File: src/rtl/xint_pkg.sv
package xint_pkg;
  // Selects the target of a control-register write
  typedef enum logic {
    CR_TGT_PEND = 1'b0,
    CR_TGT_MASK = 1'b1
  } cr_tgt_e;

  // LSB-0 position named by an MSB-0 source number within a field of fld_w bits
  function automatic int unsigned msb0_to_pos(input int unsigned num, input int unsigned fld_w);
    return fld_w - 1 - num;
  endfunction
endpackage

File: src/rtl/xint_bitsel.sv
module xint_bitsel #(
  parameter int NUM_SRC = 64,
  localparam int IDX_W  = $clog2(NUM_SRC),
  localparam int HALF   = NUM_SRC / 2
) (
  input  logic               valid,
  input  logic               wide_mode,
  input  logic [IDX_W-1:0]   idx,
  output logic [NUM_SRC-1:0] set_vec
);
  import xint_pkg::*;

  // One comparator per bit; each bit knows the source number that names it
  for (genvar g = 0; g < NUM_SRC; g++) begin : g_bit
    localparam logic [IDX_W-1:0] WIDE_CODE = IDX_W'(msb0_to_pos(g, NUM_SRC));
    logic wide_hit;
    logic narrow_hit;
    assign wide_hit = (idx == WIDE_CODE);
    if (g < HALF) begin : g_low
      localparam logic [IDX_W-2:0] NARROW_CODE = (IDX_W-1)'(msb0_to_pos(g, HALF));
      assign narrow_hit = (idx[IDX_W-2:0] == NARROW_CODE);
    end else begin : g_high
      assign narrow_hit = 1'b0;
    end
    assign set_vec[g] = valid & (wide_mode ? wide_hit : narrow_hit);
  end
endmodule

File: src/rtl/xint_pend_reg.sv
module xint_pend_reg #(
  parameter int NUM_SRC = 64
) (
  input  logic               clk,
  input  logic               rst,
  input  logic               clr_en,
  input  logic [NUM_SRC-1:0] clr_bits,
  input  logic [NUM_SRC-1:0] set_bits,
  output logic [NUM_SRC-1:0] pend_q
);
  logic [NUM_SRC-1:0] clr_vec;
  logic [NUM_SRC-1:0] pend_d;

  always_comb begin
    clr_vec = clr_en ? clr_bits : '0;
    // Set is applied after clear so a colliding set is never lost
    pend_d  = (pend_q & ~clr_vec) | set_bits;
  end

  always_ff @(posedge clk) begin
    if (rst) pend_q <= '0;
    else     pend_q <= pend_d;
  end
endmodule

File: src/rtl/xint_mask_reg.sv
module xint_mask_reg #(
  parameter int NUM_SRC = 64
) (
  input  logic               clk,
  input  logic               rst,
  input  logic               ld_en,
  input  logic [NUM_SRC-1:0] ld_data,
  output logic [NUM_SRC-1:0] mask_q
);
  always_ff @(posedge clk) begin
    if (rst)        mask_q <= '0;
    else if (ld_en) mask_q <= ld_data;
  end
endmodule

File: src/rtl/xint_req_gen.sv
module xint_req_gen #(
  parameter int NUM_SRC = 64
) (
  input  logic               clk,
  input  logic               rst,
  input  logic [NUM_SRC-1:0] pend,
  input  logic [NUM_SRC-1:0] mask,
  input  logic               glob_en,
  output logic               irq
);
  logic any_live;

  assign any_live = |(pend & mask);

  always_ff @(posedge clk) begin
    if (rst) irq <= 1'b0;
    else     irq <= any_live & glob_en;
  end
endmodule

File: src/rtl/xint_pend_unit.sv
module xint_pend_unit #(
  parameter int NUM_SRC = 64,
  localparam int IDX_W  = $clog2(NUM_SRC)
) (
  input  logic               clk,
  input  logic               rst,
  input  logic               wide_mode,
  input  logic               int_enable,
  input  logic               cr_wr_en,
  input  logic               cr_sel,
  input  logic [NUM_SRC-1:0] cr_wr_data,
  input  logic               io_wr_en,
  input  logic [IDX_W-1:0]   io_wr_idx,
  output logic [NUM_SRC-1:0] pend_q,
  output logic [NUM_SRC-1:0] mask_q,
  output logic               irq
);
  import xint_pkg::*;

  logic [NUM_SRC-1:0] set_vec;
  logic               pend_clr_en;
  logic               mask_ld_en;

  assign pend_clr_en = cr_wr_en & (cr_tgt_e'(cr_sel) == CR_TGT_PEND);
  assign mask_ld_en  = cr_wr_en & (cr_tgt_e'(cr_sel) == CR_TGT_MASK);

  xint_bitsel #(.NUM_SRC(NUM_SRC)) u_bitsel (
    .valid     (io_wr_en),
    .wide_mode (wide_mode),
    .idx       (io_wr_idx),
    .set_vec   (set_vec)
  );

  xint_pend_reg #(.NUM_SRC(NUM_SRC)) u_pend (
    .clk      (clk),
    .rst      (rst),
    .clr_en   (pend_clr_en),
    .clr_bits (cr_wr_data),
    .set_bits (set_vec),
    .pend_q   (pend_q)
  );

  xint_mask_reg #(.NUM_SRC(NUM_SRC)) u_mask (
    .clk     (clk),
    .rst     (rst),
    .ld_en   (mask_ld_en),
    .ld_data (cr_wr_data),
    .mask_q  (mask_q)
  );

  xint_req_gen #(.NUM_SRC(NUM_SRC)) u_req (
    .clk     (clk),
    .rst     (rst),
    .pend    (pend_q),
    .mask    (mask_q),
    .glob_en (int_enable),
    .irq     (irq)
  );
endmodule

File: config.mk
export PLATFORM = sky130hd
export DESIGN_NAME = xint_pend_unit
export DESIGN_NICKNAME = d
export VERILOG_FILES = /design/src/rtl/xint_pkg.sv /design/src/rtl/xint_bitsel.sv /design/src/rtl/xint_pend_reg.sv /design/src/rtl/xint_mask_reg.sv /design/src/rtl/xint_req_gen.sv /design/src/rtl/xint_pend_unit.sv
export SDC_FILE = /design/constraint.sdc
export NUM_CORES = 1
export LEC_CHECK = 0
export CAP_MARGIN = 5
export CORE_MARGIN = 4
export CORE_UTILIZATION = 46
export CTS_CLUSTER_SIZE = 24
export DETAILED_ROUTE_END_ITERATION = 16
export PLACE_DENSITY = 0.88
export SLEW_MARGIN = 20
export SYNTH_ARGS = -nofsm -noshare
export SYNTH_HDL_FRONTEND = slang
export SYNTH_HIERARCHICAL = 1
export SYNTH_SLANG_ARGS = --single-unit
export TNS_END_PERCENT = 20
File: constraint.sdc
create_clock -name clk -period 2.2 [get_ports clk]
set_input_delay 0.44 -clock clk [delete_from_list [all_inputs] [get_ports clk]]
set_output_delay 0.44 -clock clk [all_outputs]
set_load 0.05 [all_outputs]
==> key figures <==
Outcome
  • Run status: completed

Cells and area
  • Non-Filler Instances: 1013
  • Share of post-route cells with drive strength above 1: 0.165
  • Nets: between 900 and 1000
  • Final core occ: 0.692
  • # diodes: 0
  • Area growth syn-to-layout: 45.0%

Clocking
  • Clock buffer count from CTS: 17
  • Sinks on Clock Net: about 130
  • Clock network latency to the later pin of the worst-skew pair: 0.41 ns
  • Number of gates resized after CTS: 0
  • Reg clk slew, reported paths: around 0.05 ns
  • Number of buffers between clock root and the deepest sink: 2
  • Clock root cell: sky130_fd_sc_hd__clkbuf_16
  • Max H-tree Level: 4
  • Quantity of hold-fixing buffers added after cts: 0
  • CTS tree: built
  • Number of buffers inserted to repair setup after CTS: 0

Worst setup path
  • Standard cell with the maximum stage delay on the critical path: sky130_fd_sc_hd__clkdlybuf4s50_1
  • Capturing element type of the critical path: primary output
  • Type of element launching the critical path: flop
  • Arrival time of data at the critical path endpoint: about 1.7 ns
  • Family with the most delay on the worst path: buffers and inverters
  • Slowest Stage Delay on Critical Path: approximately 0.86 ns
  • Cell-by-cell listing of the critical path: clkdlybuf4s50_1
  • Critical path type: reg2out
  • Critical path peak fanout: 3
  • Data required time at the worst endpoint: 1.76 ns
  • Bufs and invs on worst path: 1

STA
  • Crit share post-route: 0.956
  • Number of endpoints failing setup at the final stage: 0
  • Fin Clk Skew: around 0.009 ns
  • Final Slew Violations: 0
  • Worst Hold Slack: about 0.51 ns
  • Fin Setup TNS: 0 ns
  • Setup repair after global routing missed its margin: no
  • Post-layout minimum cycle time: approximately 2.1 ns
  • Least-Margin Pin Slew: roughly 0.9 ns
  • Max_slew headroom: 0.406
  • Total count of hold-check failures in the final report: 0
  • Highest attainable clock frequency: about 0.48 GHz

Yosys
  • Sequential area share after synthesis: 0.422
  • Most area-consuming cells after synthesis: sky130_fd_sc_hd__dfxtp_1, sky130_fd_sc_hd__a311oi_2, sky130_fd_sc_hd__mux2i_1
  • Biggest area consumer among synthesized cells: sky130_fd_sc_hd__dfxtp_1
  • Share of the synthesized area in the top cell type: 0.422
  • Number of different library cells in the post-synthesis netlist: 31
  • Synthesized netlist cell count: between 600 and 700
  • Count of state elements after synthesis: ~130
  • Avg Cell Area, Syn: between 9 and 10 sq um
  • Net count of the mapped netlist: around 690
  • Synthesized cell area: around 6000 sq um
  • Warnings from Yosys: 6

Die
  • Die height: approximately 120 um
  • Die area: ~15000 sq um
  • Area of the placeable core: ~13000 sq um
  • Effective utilization at floorplan: 0.477
  • Die Span X: around 120 um
  • Count of boundary I/O pins: between 200 and 250
  • Rows: between 40 and 50

Routing
  • Vias per cell: 5.45
  • Via Count: approximately 5500
  • Drt total wl: ~19000 um
  • 1st-pass router iterations: 5
  • Final routed wire length divided by cell count: approximately 19 um
  • # DRC: 0
  • DR iter-0 viols: 490
  • Count of antenna-violating nets left after detailed routing: 0

GRT
  • Initial antenna violation count: 0
  • Via count of the first global-routing pass: about 5400
  • Global-route wire length before repair: a little under 30000 um
  • Global route total overflow: 0
  • Largest net degree at the start of global routing: 86
  • Total Routing Usage GR: 0.256

Power
  • P per Cell Area: about 650 nW/um^2
  • Sum of internal, switching and leakage power: 0.00579 W
  • LEAKAGE: a little under 3 nW
  • Max rail drop VDD: ~0.52 mV

Placed design
  • Number of port buffers: about 210
  • Cell total after placement: approximately 1000
  • Placed wire-length estimate after detailed placement: around 14000 um
  • Final weighted congestion of routability-driven global placement: ~0.8

Run
  • Max capacitance violation total: 0

Min path
  • Path class of the lowest-slack min-delay path: reg2reg
[path summary, 6_finish.rpt]
path                           from                end  slack (ns)  cells after the start
setup / recovery   u_mask/mask_q[2]          mask_q[2]         0.1                      1
hold / removal    u_pend/pend_q[60]  u_pend/pend_q[60]        0.51                      2
setup reg to reg  u_pend/pend_q[15]          u_req/irq        0.29                      5
hold reg to reg   u_pend/pend_q[60]  u_pend/pend_q[60]        0.51                      2
[synth_stat cells (all sizes together)]
master	instances
nor2	160
dfxtp	129
a311oi	64
inv	64
mux2i	64
buf	32
nor3	32
a221oi	16
a22o	16
clkbuf	10
nand4bb	7
nand4	5
nand4b	5
or4b	4
and2	1
and2b	1
nand2	1
nand2b	1
nor2b	1
nor3b	1
nor4	1
or4	1
[layout by cell type, fill, tap and decap left out, drive strengths merged, types with 16 or more instances in the layout]
cell           netlist  routed
clkbuf              10      24
a22o                16      16
nor3                32      32
mux2i               64      64
dfxtp              129     129
a221oi              16      16
clkdlybuf4s50        0     203
buf                 32      34
inv                 64      64
nor2               160     160
a311oi              64      64
[where the power goes]
group | switching [W] | internal, W
combinational | 0.000530 | 0.000357
clock | 0.000969 | 0.00147
sequential | 0.0000563 | 0.00240
total | 0.00156 | 0.00424
[registers in the layout (all words and copies together), names as in the netlist]
register / flops
u_pend/pend_q: 64
u_req/irq: 1
u_mask/mask_q: 64
[per-layer routing]
metal,global-route usage,share of wire
met5,0,0
met4,0.0803,0.012
met3,0.0677,0.077
met2,0.412,0.48
met1,0.337,0.44
[cell type report]
cell class                      count  area, sq um
Clock inverter                      6         35.0
Tap cell                          172          215
Multi-Input combinational cell    381         2970
Fill cell                         976         3950
Timing Repair Buffer              237         2360
Inverter                           64          240
Clock buffer                       24          472
Sequential cell                   129         2580
[per-stage QoR]
stage / setup slack [ns] / area (sq um)
CTS: 0.0762 / 8870
global placement: -0.119 / 8370
finish: 0.0975 / 8870
floorplan: 0.542 / 6120
detailed placement: -0.137 / 8370
global route: 0.0335 / 8870
[cell families after synthesis]
logic type             after synthesis  share of synthesized area
flip-flops                         129                      0.422
buffers and inverters              106                     0.0951
AO/OA/AOI/OAI                       96                      0.207
AND/OR/NAND/NOR                    221                      0.172
multiplexers                        64                      0.105
(Power assumes the default switching activity.)
